==> config.mk <==
export PLATFORM = sky130hd
export DESIGN_NAME = uart_irq_unit
export DESIGN_NICKNAME = d
export VERILOG_FILES = /design/src/rtl/uart_irq_pkg.sv /design/src/rtl/uart_irq_rst_sync.sv /design/src/rtl/uart_irq_regif.sv /design/src/rtl/uart_irq_enable.sv /design/src/rtl/uart_irq_status.sv /design/src/rtl/uart_irq_combine.sv /design/src/rtl/uart_irq_unit.sv
export SDC_FILE = /design/constraint.sdc
export NUM_CORES = 1
export LEC_CHECK = 0
export ABC_AREA = 1
export ABC_CLOCK_PERIOD_IN_PS = 1100
export BUFFER_PORTS_ARGS = -buffer_cell sky130_fd_sc_hd__buf_2
export CELL_PAD_IN_SITES_DETAIL_PLACEMENT = 1
export CELL_PAD_IN_SITES_GLOBAL_PLACEMENT = 1
export CORE_MARGIN = 2
export CORE_UTILIZATION = 31
export DETAILED_ROUTE_END_ITERATION = 10
export PLACE_DENSITY = 0.87
export SYNTH_ARGS = -nofsm -noshare
export SYNTH_HDL_FRONTEND = slang
export SYNTH_SLANG_ARGS = --single-unit
==> constraint.sdc <==
create_clock -name clk -period 1.1 [get_ports clk]
set_input_delay 0.055 -clock clk [delete_from_list [all_inputs] [get_ports clk]]
set_output_delay 0.055 -clock clk [all_outputs]
set_load 0.01 [all_outputs]
==> src/rtl/uart_irq_pkg.sv <==
package uart_irq_pkg;
  localparam int NSRC = 14;

  // event bit positions
  localparam int B_TX_HOLD_EMPTY = 0;
  localparam int B_RX_HOLD_FULL  = 1;
  localparam int B_TXF_LOW       = 2;
  localparam int B_TXF_EMPTY     = 3;
  localparam int B_RXF_HIGH      = 4;
  localparam int B_RXF_FULL      = 5;
  localparam int B_TX_UNDERRUN   = 6;
  localparam int B_RX_OVERRUN    = 7;
  localparam int B_PARITY        = 8;
  localparam int B_FRAMING       = 9;
  localparam int B_CTS_CHANGE    = 10;
  localparam int B_RX_TIMEOUT    = 11;
  localparam int B_BREAK_END     = 12;
  localparam int B_BUS_ERR       = 13;

  localparam logic [NSRC-1:0] RX_GROUP =
      NSRC'((1 << B_RXF_HIGH) | (1 << B_RXF_FULL) | (1 << B_RX_OVERRUN) |
            (1 << B_PARITY) | (1 << B_FRAMING) | (1 << B_RX_TIMEOUT));
  localparam logic [NSRC-1:0] TX_GROUP =
      NSRC'((1 << B_TXF_LOW) | (1 << B_TXF_EMPTY) | (1 << B_TX_UNDERRUN));

  typedef enum logic [1:0] {
    SEL_NONE = 2'd0,
    SEL_EN   = 2'd1,
    SEL_STAT = 2'd2
  } reg_sel_e;
endpackage

==> src/rtl/uart_irq_rst_sync.sv <==
module uart_irq_rst_sync #(
  parameter int STAGES = 2
) (
  input  logic clk,
  input  logic rst_n,
  output logic rst_sync_n
);
  logic [STAGES-1:0] sync_q;

  always_ff @(posedge clk or negedge rst_n) begin
    if (!rst_n) sync_q <= '0;
    else        sync_q <= {sync_q[STAGES-2:0], 1'b1};
  end

  assign rst_sync_n = sync_q[STAGES-1];
endmodule

==> src/rtl/uart_irq_regif.sv <==
module uart_irq_regif
  import uart_irq_pkg::*;
#(
  parameter int ADDR_W    = 4,
  parameter int DATA_W    = 32,
  parameter int N         = 14,
  parameter int EN_ADDR   = 0,
  parameter int STAT_ADDR = 1
) (
  input  logic              bus_sel,
  input  logic              bus_wr,
  input  logic [ADDR_W-1:0] bus_addr,
  input  logic [DATA_W-1:0] bus_wdata,
  input  logic [N-1:0]      en_q,
  input  logic [N-1:0]      stat_q,
  output logic              en_we,
  output logic [N-1:0]      en_wdata,
  output logic [N-1:0]      clr_vec,
  output logic [DATA_W-1:0] bus_rdata
);
  localparam int PAD_W = DATA_W - N;

  reg_sel_e sel;

  always_comb begin
    sel = SEL_NONE;
    if (bus_sel) begin
      if (bus_addr == ADDR_W'(EN_ADDR))        sel = SEL_EN;
      else if (bus_addr == ADDR_W'(STAT_ADDR)) sel = SEL_STAT;
    end
  end

  always_comb begin
    en_we    = bus_wr && (sel == SEL_EN);
    en_wdata = bus_wdata[N-1:0];
    clr_vec  = (bus_wr && (sel == SEL_STAT)) ? bus_wdata[N-1:0] : '0;
  end

  always_comb begin
    bus_rdata = '0;
    if (!bus_wr) begin
      case (sel)
        SEL_EN:   bus_rdata = {{PAD_W{1'b0}}, en_q};
        SEL_STAT: bus_rdata = {{PAD_W{1'b0}}, stat_q};
        default:  bus_rdata = '0;
      endcase
    end
  end
endmodule

==> src/rtl/uart_irq_enable.sv <==
module uart_irq_enable #(
  parameter int N = 14
) (
  input  logic         clk,
  input  logic         rst_n,
  input  logic         en_we,
  input  logic [N-1:0] en_wdata,
  output logic [N-1:0] en_q
);
  logic [N-1:0] en_d;

  always_comb begin
    en_d = en_q;
    if (en_we) en_d = en_wdata;
  end

  always_ff @(posedge clk or negedge rst_n) begin
    if (!rst_n) en_q <= '0;
    else        en_q <= en_d;
  end
endmodule

==> src/rtl/uart_irq_status.sv <==
module uart_irq_status #(
  parameter int N = 14
) (
  input  logic         clk,
  input  logic         rst_n,
  input  logic [N-1:0] evt,
  input  logic [N-1:0] clr_vec,
  output logic [N-1:0] stat_q
);
  for (genvar b = 0; b < N; b++) begin : g_bit
    logic bit_d;
    logic bit_ce;

    always_comb begin
      bit_ce = evt[b] | clr_vec[b];
      bit_d  = evt[b];
    end

    always_ff @(posedge clk or negedge rst_n) begin
      if (!rst_n)      stat_q[b] <= 1'b0;
      else if (bit_ce) stat_q[b] <= bit_d;
    end
  end
endmodule

==> src/rtl/uart_irq_combine.sv <==
module uart_irq_combine #(
  parameter int           N       = 14,
  parameter logic [N-1:0] RX_MASK = '0,
  parameter logic [N-1:0] TX_MASK = '0
) (
  input  logic [N-1:0] stat_q,
  input  logic [N-1:0] en_q,
  output logic         irq,
  output logic         rx_irq,
  output logic         tx_irq
);
  logic [N-1:0] live;

  always_comb begin
    live   = stat_q & en_q;
    irq    = |live;
    rx_irq = |(live & RX_MASK);
    tx_irq = |(live & TX_MASK);
  end
endmodule

==> src/rtl/uart_irq_unit.sv <==
module uart_irq_unit
  import uart_irq_pkg::*;
#(
  parameter int ADDR_W    = 4,
  parameter int DATA_W    = 32,
  parameter int EN_ADDR   = 0,
  parameter int STAT_ADDR = 1
) (
  input  logic              clk,
  input  logic              rst_n,
  input  logic [NSRC-1:0]   src_evt,
  input  logic              bus_sel,
  input  logic              bus_wr,
  input  logic [ADDR_W-1:0] bus_addr,
  input  logic [DATA_W-1:0] bus_wdata,
  output logic [DATA_W-1:0] bus_rdata,
  output logic              irq,
  output logic              rx_irq,
  output logic              tx_irq
);
  logic            rst_int_n;
  logic [NSRC-1:0] en_q;
  logic [NSRC-1:0] stat_q;
  logic            en_we;
  logic [NSRC-1:0] en_wdata;
  logic [NSRC-1:0] clr_vec;

  uart_irq_rst_sync #(.STAGES(2)) rst_i (
    .clk(clk), .rst_n(rst_n), .rst_sync_n(rst_int_n)
  );

  uart_irq_regif #(
    .ADDR_W(ADDR_W), .DATA_W(DATA_W), .N(NSRC),
    .EN_ADDR(EN_ADDR), .STAT_ADDR(STAT_ADDR)
  ) regif_i (
    .bus_sel(bus_sel), .bus_wr(bus_wr), .bus_addr(bus_addr),
    .bus_wdata(bus_wdata), .en_q(en_q), .stat_q(stat_q),
    .en_we(en_we), .en_wdata(en_wdata), .clr_vec(clr_vec),
    .bus_rdata(bus_rdata)
  );

  uart_irq_enable #(.N(NSRC)) enable_i (
    .clk(clk), .rst_n(rst_int_n), .en_we(en_we),
    .en_wdata(en_wdata), .en_q(en_q)
  );

  uart_irq_status #(.N(NSRC)) status_i (
    .clk(clk), .rst_n(rst_int_n), .evt(src_evt),
    .clr_vec(clr_vec), .stat_q(stat_q)
  );

  uart_irq_combine #(.N(NSRC), .RX_MASK(RX_GROUP), .TX_MASK(TX_GROUP)) comb_i (
    .stat_q(stat_q), .en_q(en_q), .irq(irq), .rx_irq(rx_irq), .tx_irq(tx_irq)
  );
endmodule

==> flow_metrics.env <==
export IMPL_status="finished, violations left"
export IMPL_violations="hold timing, setup timing"
export IMPL_yosysMostFrequentCell="nand2_1"
export IMPL_async_reset_ff_share_pct=100
export IMPL_synth_edf_count=0
export IMPL_dieArea_mm2=0.00627
export IMPL_critPathCapture="irq"
export IMPL_die_x_um=79.2
export IMPL_totalWireLength_um=5970
export IMPL_grt_use_total_pct=17.9
export IMPL_fmax_ghz=0.749
export IMPL_post_drt_wl_per_cell_um=14.5
export IMPL_reg2reg_from="enable_i.en_q[9]"
export IMPL_ys_top_cells_by_count="nand2_1 (88), dfrtp_1 (30), inv_1 (20), buf_4 (19), nand4_1 (15)"
export IMPL_grt_start_max_net_pins=29
export IMPL_remaining_drc_errors=0
export IMPL_clock_latency_ns=0.29
export IMPL_ys_seq_elements=30
export IMPL_crit_arrival_ns=1.28
export IMPL_num_rows=27
export IMPL_crit_start="status_i.stat_q[7]"
export IMPL_drt_initial_drc_count=58
export IMPL_start_util_pct=32.0
export IMPL_grt_pass1_vias=1886
export IMPL_r2r_setup_slack_ns=0.23
export IMPL_numCtsBuffers=5
export IMPL_end_kind="output port"
export IMPL_dp_hpwl_um=3810
export IMPL_ys_top_cells_by_area="dfrtp_1 (43%), nand2_1 (19%), buf_4 (8.1%)"
export IMPL_worst_slack_ns=-0.235
export IMPL_finClkSkew_ns=0.00372
export IMPL_utilization_pct=48.6
export IMPL_core_area_mm2=0.00547
export IMPL_ys_flop_type="dfrtp_1"
export IMPL_power_mw=3.00
export IMPL_htreeDepth=2
export IMPL_ant_nets=0
export IMPL_syn2layout_area_growth_pct=51.9
export IMPL_synth_avg_cell_area_um2=7.39
export IMPL_syn_area_mm2=0.00175
export IMPL_clock_sinks=30
export IMPL_finalSetupViolCount=15
export IMPL_p_per_area_mw_per_mm2=1130
export IMPL_fill_cells=713
export IMPL_cp_required_ns=1.04
export IMPL_ir_drop_v=0.000815
export IMPL_hold_viol_final=1
export IMPL_drive_above_1_share_pct=35.2
export IMPL_drt_pass1_iterations=4
export IMPL_vias_per_cell=4.71
export IMPL_synth_distinct_cells=19
export IMPL_rr_endpoint="enable_i.en_q[9]"
export IMPL_r2r_cells=4
export IMPL_slew_violations=0
export IMPL_path_clk_slew_ns=0.07
export IMPL_fin_crit_ns=1.34
export IMPL_overflow=0
export IMPL_die_h_um=79.2
export IMPL_place_area_mm2=0.00216
export IMPL_multi_input_comb_area_um2=868
export IMPL_vias=1932
export IMPL_cap_violations=0
export IMPL_path_class="register to output port"
export IMPL_ys_warn_count=0
export IMPL_antennaDiodeCount=0
export IMPL_start_kind="register"
export IMPL_final_area_mm2=0.00266
export IMPL_synth_top_area_share_pct=42.9
export IMPL_root_buffer="clkbuf_8"
export IMPL_num_io_pins=89
export IMPL_routabilityCongestion=0.767
export IMPL_hp_class="input port to register"
export IMPL_leakage_nw=1.35
export IMPL_critPathMaxFanout=2
export IMPL_grt_setup_unrepaired="yes"
export IMPL_cts_path_max_buffers=2
export IMPL_regArea_um2=751
export IMPL_synth_top_area_cell="dfrtp_1"
export IMPL_cts_tree="done"
export IMPL_io_buffers=52
export IMPL_nets=391
export IMPL_fin_crit_sh_pct=121
export IMPL_antenna_found_initial=0
export IMPL_grt_pass1_wl_um=8710
export IMPL_netlist_instances=237
export IMPL_synth_seq_area_share_pct=42.9
export IMPL_holdWs_ns=-0.00523
==> report_power, final <==
part,leakage (nW),switching [mW],internal [mW]
Combinational,0.974,0.417,0.357
Clock,0.0482,0.436,0.504
Sequential,0.326,0.0752,1.21
Total,1.35,0.928,2.07
==> cell families after synthesis <==
| family | synth area share [%] |
|---|---|
| simple gates | 32.6 |
| compound gates | 8.29 |
| buf+inv | 15.8 |
| flops | 42.9 |
| other cells | 0.429 |
==> sequential cells by signal, indices dropped and copies added (netlist names) <==
register	cells
enable_i.en_q	14
status_i.stat_q	14
rst_i.sync_q	2
==> how the worst min path moves through the flow <==
stage	start	endpoint	slack, ns	cells past startpoint
after CTS	bus_wdata[8]	enable_i.en_q[8]	0.004	3
after detailed placement	rst_n	rst_i.sync_q[0]	-0.16	1
after floorplan	rst_n	rst_i.sync_q[0]	-0.24	0
after global placement	rst_n	rst_i.sync_q[1]	-0.16	1
final	bus_wdata[8]	enable_i.en_q[8]	-0.005	3
after global routing	bus_wdata[13]	enable_i.en_q[13]	0.01	3
==> area by class of cell <==
cell class	count	share of cell area (%)
multi-input cells	174	32.6
repair buffers	106	29.5
flip-flops and latches	30	28.2
well taps	72	3.39
clock buffers	7	3.25
inverters	20	2.82
clock inverters	1	0.188
==> cell usage in the layout, fill, tap and decap left out, drive strengths merged <==
master / count
clkinv: 1
nand2: 89
inv: 20
nor3: 1
dfrtp: 30
o21ai: 15
clkbuf: 7
conb: 19
a21oi: 14
dlygate4sd3: 21
nand4: 15
nand3: 15
buf: 85
nand3b: 1
nor2: 5
==> metal layers <==
layer	vias up	part of all wire, %	wire [um]	GRT usage, %
met5	-	0	0	0
li1	919	-	-	-
met2	63	54	3210	33.1
met4	0	2.4	144	6.90
met1	936	39	2310	20.1
met3	14	4.9	294	3.30
==> through the flow <==
step                setup slack (ns)  setup TNS (ns)  instances
global placement             -0.0179         -0.0179        369
detailed placement           -0.0349         -0.0906        369
floorplan                      0.147               0        254
global route                  -0.310           -2.07        410
CTS                           -0.226          -0.932        400
finish                        -0.235           -1.23        410
==> worst max-delay path: stages, from the launching register on <==
cell      delay [ns]
dfrtp_1         0.40
nand2_1         0.10
nand2_2         0.08
nor3_4          0.19
nand3b_1        0.09
buf_2           0.14
==> repair_timing <==
| item | 4_1_cts | 5_1_grt |
|---|---|---|
| setup endpoints to repair | 17 | 17 |
| setup buffers | 3 | 13 |
| hold buffers | 21 | 0 |
| gates resized for setup | 16 | 19 |
| pin swaps | 25 | 10 |
| endpoints found under the hold margin | 22 | 0 |
| cloned | 0 | 0 |
(Power assumes the default switching activity.)
